<file path="src/rtl/exc_vec_pkg.sv">
package exc_vec_pkg;
  localparam int CAUSE_W = 4;

  typedef enum logic [CAUSE_W-1:0] {
    CS_RESET   = 4'd0,
    CS_MCHECK  = 4'd1,
    CS_IPI     = 4'd2,
    CS_CLOCK   = 4'd3,
    CS_DEVICE  = 4'd4,
    CS_MMFAULT = 4'd5,
    CS_UNALIGN = 4'd6,
    CS_BADOP   = 4'd7,
    CS_ARITH   = 4'd8,
    CS_FPOFF   = 4'd9,
    CS_CALL    = 4'd10
  } cause_e;

  localparam int NUM_FIXED = 10;
endpackage

</file>
<file path="src/rtl/exc_fixed_offset.sv">
module exc_fixed_offset
  import exc_vec_pkg::*;
#(
  parameter int XLEN         = 64,
  parameter int FIXED_STRIDE = 128
) (
  input  logic [CAUSE_W-1:0] cause_i,
  output logic [XLEN-1:0]    off_o,
  output logic               hit_o
);
  logic [XLEN-1:0] table_w [NUM_FIXED];

  for (genvar g = 0; g < NUM_FIXED; g++) begin : g_tab
    assign table_w[g] = XLEN'(g * FIXED_STRIDE);
  end

  always_comb begin
    off_o = '0;
    hit_o = 1'b0;
    for (int k = 0; k < NUM_FIXED; k++) begin
      if (cause_i == CAUSE_W'(k)) begin
        off_o = table_w[k];
        hit_o = 1'b1;
      end
    end
  end
endmodule

</file>
<file path="src/rtl/exc_call_slot.sv">
module exc_call_slot #(
  parameter int XLEN       = 64,
  parameter int CODE_W     = 8,
  parameter int SLOT_BYTES = 64,
  parameter int PRIV_BASE  = 32'h1000,
  parameter int USER_BASE  = 32'h2000
) (
  input  logic [CODE_W-1:0] code_i,
  output logic [XLEN-1:0]   off_o
);
  localparam int SLOT_SHIFT = $clog2(SLOT_BYTES);

  logic [CODE_W-2:0] slot_idx;
  logic [XLEN-1:0]   region;

  assign slot_idx = code_i[CODE_W-2:0];
  assign region   = code_i[CODE_W-1] ? XLEN'(USER_BASE) : XLEN'(PRIV_BASE);
  assign off_o    = region + (XLEN'(slot_idx) << SLOT_SHIFT);
endmodule

</file>
<file path="src/rtl/exc_state_regs.sv">
module exc_state_regs #(
  parameter int XLEN = 64
) (
  input  logic            clk,
  input  logic            rst_n,
  input  logic            take_i,
  input  logic            known_i,
  input  logic [XLEN-1:0] target_i,
  input  logic [XLEN-1:0] cur_pc_i,
  input  logic            mode_i,
  output logic [XLEN-1:0] pc_o,
  output logic [XLEN-1:0] exc_addr_o,
  output logic            priv_o,
  output logic            err_o
);
  logic do_enter;
  logic do_bad;

  assign do_enter = take_i & known_i;
  assign do_bad   = take_i & ~known_i;

  always_ff @(posedge clk or negedge rst_n) begin
    if (!rst_n) begin
      pc_o       <= '0;
      exc_addr_o <= '0;
      priv_o     <= 1'b0;
      err_o      <= 1'b0;
    end else begin
      if (do_enter) begin
        pc_o       <= target_i;
        exc_addr_o <= {cur_pc_i[XLEN-1:1], cur_pc_i[0] | mode_i};
        priv_o     <= 1'b1;
      end
      if (do_bad) err_o <= 1'b1;
    end
  end

  AST_PRIV_ON_ENTRY: assert property (@(posedge clk) disable iff (!rst_n)
    (take_i && known_i) |=> priv_o);
  AST_MODE_IN_LOW_BIT: assert property (@(posedge clk) disable iff (!rst_n)
    (take_i && known_i) |=> (exc_addr_o[0] == ($past(mode_i) | $past(cur_pc_i[0]))));
  AST_ERR_STICKY: assert property (@(posedge clk) disable iff (!rst_n)
    err_o |=> err_o);
  AST_BAD_CAUSE_HOLDS: assert property (@(posedge clk) disable iff (!rst_n)
    (take_i && !known_i) |=> ($stable(pc_o) && $stable(exc_addr_o) && $stable(priv_o) && err_o));
  AST_IDLE_HOLDS: assert property (@(posedge clk) disable iff (!rst_n)
    !take_i |=> ($stable(pc_o) && $stable(exc_addr_o) && $stable(priv_o)));
endmodule

</file>
<file path="src/rtl/exc_vector_unit.sv">
module exc_vector_unit
  import exc_vec_pkg::*;
#(
  parameter int XLEN         = 64,
  parameter int CODE_W       = 8,
  parameter int FIXED_STRIDE = 128,
  parameter int SLOT_BYTES   = 64,
  parameter int PRIV_BASE    = 32'h1000,
  parameter int USER_BASE    = 32'h2000
) (
  input  logic               clk,
  input  logic               rst_n,
  input  logic               take_i,
  input  logic [CAUSE_W-1:0] cause_i,
  input  logic [CODE_W-1:0]  call_code_i,
  input  logic [XLEN-1:0]    cur_pc_i,
  input  logic [XLEN-1:0]    base_i,
  input  logic               mode_i,
  output logic [XLEN-1:0]    pc_o,
  output logic [XLEN-1:0]    exc_addr_o,
  output logic               priv_o,
  output logic               err_o
);
  logic [XLEN-1:0] fixed_off;
  logic            fixed_hit;
  logic [XLEN-1:0] call_off;
  logic            is_call;
  logic            known;
  logic [XLEN-1:0] target;

  exc_fixed_offset #(.XLEN(XLEN), .FIXED_STRIDE(FIXED_STRIDE)) u_fixed (
    .cause_i (cause_i),
    .off_o   (fixed_off),
    .hit_o   (fixed_hit)
  );

  exc_call_slot #(
    .XLEN(XLEN), .CODE_W(CODE_W), .SLOT_BYTES(SLOT_BYTES),
    .PRIV_BASE(PRIV_BASE), .USER_BASE(USER_BASE)
  ) u_call (
    .code_i (call_code_i),
    .off_o  (call_off)
  );

  assign is_call = (cause_i == CS_CALL);
  assign known   = fixed_hit | is_call;
  assign target  = base_i + (is_call ? call_off : fixed_off);

  AST_CALL_SLOT_ALIGNED: assert property (@(posedge clk) disable iff (!rst_n)
    is_call |-> (call_off[$clog2(SLOT_BYTES)-1:0] == '0));

  exc_state_regs #(.XLEN(XLEN)) u_regs (
    .clk        (clk),
    .rst_n      (rst_n),
    .take_i     (take_i),
    .known_i    (known),
    .target_i   (target),
    .cur_pc_i   (cur_pc_i),
    .mode_i     (mode_i),
    .pc_o       (pc_o),
    .exc_addr_o (exc_addr_o),
    .priv_o     (priv_o),
    .err_o      (err_o)
  );
endmodule

</file>
<file path="config.mk">
export PLATFORM = sky130hd
export DESIGN_NAME = exc_vector_unit
export DESIGN_NICKNAME = d
export VERILOG_FILES = /design/src/rtl/exc_vec_pkg.sv /design/src/rtl/exc_fixed_offset.sv /design/src/rtl/exc_call_slot.sv /design/src/rtl/exc_state_regs.sv /design/src/rtl/exc_vector_unit.sv
export SDC_FILE = /design/constraint.sdc
export NUM_CORES = 1
export LEC_CHECK = 0
export BUFFER_PORTS_ARGS = -buffer_cell sky130_fd_sc_hd__buf_2
export CAP_MARGIN = 10
export CORE_MARGIN = 10
export CORE_UTILIZATION = 43
export CTS_CLUSTER_SIZE = 14
export DETAILED_ROUTE_END_ITERATION = 8
export GPL_TIMING_DRIVEN = 1
export HOLD_SLACK_MARGIN = 0.15
export PLACE_DENSITY_LB_ADDON = 0.25
export SLEW_MARGIN = 5
export SYNTH_ARGS = -nofsm -noshare
export SYNTH_HDL_FRONTEND = slang
export SYNTH_SLANG_ARGS = --single-unit
</file>
<file path="constraint.sdc">
create_clock -name clk -period 0.8 [get_ports clk]
set_input_delay 0.04 -clock clk [delete_from_list [all_inputs] [get_ports clk]]
set_output_delay 0.04 -clock clk [all_outputs]
set_load 0.1 [all_outputs]
</file>
==> run summary, run 1 <==
Main synth FF type: dfrtp_1
Longest Clk Path Bufs: 2
Number of CTS-inserted buffers: 17
# IOs: 274
Critical endpoint after global-route timing repair: u_regs.pc_o[62]$_DFFE_PN0P_/D
Initial core utilization: 43.9%
Worst endpoint type: register input
Avg Cell Area, Syn: 8.59 µm²
Port buffer count: 273
GPL Wtd Cong: 0.916
Synthesized area: 6370 µm²
Post-synth cell types: 42
Number of cell rows: 44
Flops & latches, synth: 130
Die height: 142 µm
Ys Warns: 0
Placement Setup Slack: -2100 ps
Cells after Synth: 742
Root Buffer Master: clkbuf_16
Outcome: aborted with a tool error
Stopped at: global routing (5_1_grt)
Die Wd: 142 µm
Post-synth EDFFs: 0
Ys async rst share: 100%
Error: [ERROR DPL-0038] Utilization greater than 100%, impossible to legalize
Detail Placement HPWL: 19.2 mm
Seq/Total Area, Yosys: 51.0%
Clock sinks: 130
CTS HTree Levels: 4
Mapped Nets: 898
Largest net degree at the start of global routing: 30
==> timing repair <==
action	CTS
pin swaps	65
endpoints found under the setup margin	258
cloned	8
gates resized for setup	111
setup buffers	25
endpoints found under the hold margin	252
hold buffers	110
==> cell usage after synthesis (3+ instances only) <==
master,number,area [µm²]
nand2_1,293,1100
dfrtp_1,130,3250
o21ai_0,60,300
xnor2_1,41,359
clkbuf_1,34,128
nor4_1,23,144
nand4_1,20,125
nor2_1,16,60.1
nand3_1,15,75.1
inv_1,14,52.6
nor3_1,13,65.1
ha_1,11,138
xor2_1,10,87.6
and3_1,8,50.1
and2_1,6,37.5
a21oi_1,5,25.0
a21o_1,4,30.0
nor4b_1,4,35.0
o21a_1,4,30.0
o31ai_1,4,30.0
a31oi_1,3,18.8
==> cell families after synthesis <==
group	synth area share (%)
AOI/OAI and AO/OA	7.54
xor gates and xnor gates	7.01
adders and majority gates	2.47
buffers and inverters	2.96
DFF	51.0
and+or+nand+nor	29.0
==> through the flow <==
step / instance area (µm²) / instances
floorplan: 6930 / 742
global placement: 11400 / 1294
detailed placement: 11400 / 1294
CTS: 13900 / 1464
==> inputs of run 2 (changes only) <==
Settings changed: CORE_UTILIZATION 43 to 35, CTS_CLUSTER_SIZE 14 to default, HOLD_SLACK_MARGIN 0.15 to default, PLACE_DENSITY_LB_ADDON 0.25 to 0.15.
Clock period 0.8 ns to 1 ns, I/O delays scaled along.
==> run 2 against run 1 <==
Compared with the run above: the flow now finishes, with violations (setup timing); synthesized area did not move; synthesized cell count unchanged.
==> run summary, run 2 <==
RSZ-0062 raised after global routing: true
Post-synth EDFFs: 0
Rel. slew slack: 60.0%
Clock sinks: 130
Largest cells by area after synthesis: dfrtp_1, nand2_1, xnor2_1, o21ai_0, nor4_1
Top-count cell post-synth: nand2_1
Data arrival time of the worst path: 2600 ps
Antenna violations before repair: 5
GPL Wtd Cong: 0.836
Crit path capture type: register
Mean routed wirelength per cell: 17.3 µm
Area grow syn2layout: 104%
Worst-path clk slew: 60 ps
HP Start: base_i[6]
Leakage: 6.16 nW
Detail Placement HPWL: 18.6 mm
Post-DRT Antenna Nets: 0
Clk_lat worst skew: 420 ps
Reg2Reg Launch Point: u_regs.pc_o[61]
Critical Path RT: 1300 ps
DRC errors left: 0
CP max FO: 3
Post-synth cell types: 42
Yosys top cell by area: dfrtp_1
Final hold slack: 5.10 ps
Commonest cells post-synth: nand2_1, dfrtp_1, o21ai_0, xnor2_1, clkbuf_1
Final setup violation count: 187
Die height: 155 µm
CTS tree: yes
Cells after Synth: 742
Flops & latches, synth: 130
# IOs: 274
Min-Delay Endpoint: u_regs.pc_o[6]
Root Buffer Master: clkbuf_16
Overall Global Routing Usage: 20.6%
Vias per cell: 4.79
Avg Cell Area, Syn: 8.59 µm²
Final Util: 72.4%
Outcome: finished, violations left
Layout cells sized above 1: 46.5%
Measured slew at the worst slew-check pin: 599 ps
RR Endpoint: u_regs.pc_o[61]
Routed vias: 7052
GRT Residual Overflow: 0
Failing checks: setup timing
Synthesized area: 6370 µm²
Peak supply drop: 0.00133 V
Die Wd: 155 µm
Longest Clk Path Bufs: 2
CTS HTree Levels: 4
Vias in the first global route: 7416
Port buffer count: 273
Fin nets: 1383
Portion of synthesized cell area occupied by the leading cell type: 51.0%
First-pass GRT wire length: 39.9 mm
Ys Warns: 0
Mapped Nets: 898
Final wirelength: 25.5 mm
Setup WS post-layout: -1300 ps
PwrDens: 1810 nW/µm²
Crit Path Class: in2reg
Seq/Total Area, Yosys: 51.0%
Hold crit path type: in2reg
DRT iter0 DRCs: 296
Core box area: 18000 µm²
Initial core utilization: 35.5%
Main synth FF type: dfrtp_1
Achievable Freq: 0.435 GHz
Filler cell count: 1255
Fin. max-slew vios: 0
R2R depth: 4
Setup tns final: -63490 ps
Worst clock skew: 0 ps
Max Cap Violations: 0
R2R setup slack: 100 ps
Die ar.: 24000 µm²
Number of CTS-inserted buffers: 17
Final period util: 230%
Worst Hold Depth: 4
Ys async rst share: 100%
Crit path time final: 2300 ps
Drt first pass iters: 5
Commonest non-fill, non-tap cell in the layout: nand2_1
Final hold violation count: 0
Largest regs: u_regs.exc_addr_o: 64 flops, u_regs.pc_o: 64 flops
Number of cell rows: 49
CP startpoint kind: primary input
Most frequent cells in the layout: nand2_1, buf_12, buf_2
Largest net degree at the start of global routing: 63
run 2: worst max-delay path: stages:
cell and delay, ps:
buf_8 100, nor4b_4 310, and2_4 200, ha_4 120, inv_2 30, fa_2 340
and2b_1 230, o2111a_2 230, o31ai_4 70, or4_4 440, buf_4 160, buf_6 110
o21ai_1 120, a31oi_1 90
run 2: stage by stage:
stage / worst slack (ps) / instance area [µm²] / power, mW / cells
final: -1300 / 13000 / 23.6 / 1471
after CTS: -1240 / 12800 / 23.7 / 1458
after global routing: -1390 / 13000 / 24.4 / 1470
after detailed placement: -1860 / 11200 / 17.3 / 1328
after floorplan: -1730 / 6700 / 12.6 / 742
after global placement: -1830 / 11200 / 17.2 / 1328
run 2: per-layer routing:
layer,vias to the layer above,track usage (%),share of wire (%)
met5,-,0,0.11
met4,4,7.29,2.3
met3,42,7.31,8.3
met2,246,35.2,51
met1,3320,23.2,39
li1,3440,-,-
run 2: cell type report:
cell class / count / area [µm²] / share of cell area [%]
timing repair buffer: 502 / 5460 / 42.0
tap: 229 / 287 / 2.20
inverter: 14 / 65.1 / 0.500
clock inverter: 14 / 130 / 1.00
clock buffer: 18 / 429 / 3.30
sequential: 130 / 3340 / 25.7
antenna: 2 / 5.00 / 0.0385
multi-input combinational: 562 / 3280 / 25.3
run 2: cell families (layout without fill, tap and decap cells):
family	after synthesis	count (layout)	synth area share, %
and+or+nand+nor	414	414	29.0
buffers and inverters	50	548	2.96
AOI/OAI and AO/OA	85	85	7.54
adders and majority gates	12	12	2.47
other	0	2	0
xor gates and xnor gates	51	51	7.01
DFF	130	130	51.0
run 2: report_power, final:
group / total (mW) / leakage, nW / internal (mW) / switching (mW)
Sequential: 6.80 / 1.50 / 6.02 / 0.774
Clock: 5.92 / 0.260 / 3.45 / 2.48
Combinational: 10.9 / 4.40 / 4.00 / 6.86
run 2: worst max-delay path by stage:
stage,start,end,slack [ps],cells past startpoint
final,cause_i[2],u_regs.pc_o[58],-1300,14
after global routing,cause_i[2],u_regs.pc_o[62],-1390,12
after CTS,cause_i[2],u_regs.pc_o[58],-1240,12
after detailed placement,cause_i[1],u_regs.pc_o[58],-1860,13
after global placement,cause_i[1],u_regs.pc_o[58],-1830,13
after floorplan,cause_i[1],u_regs.pc_o[58],-1730,12
run 2: timing repair:
action	4_1_cts	5_1_grt
setup endpoints to repair	187	187
setup buffers	16	13
gates cloned	0	0
gates resized for setup	25	30
hold buffers	82	0
pin swaps	17	19
hold endpoints to repair	211	0
(Power assumes the default switching activity.)
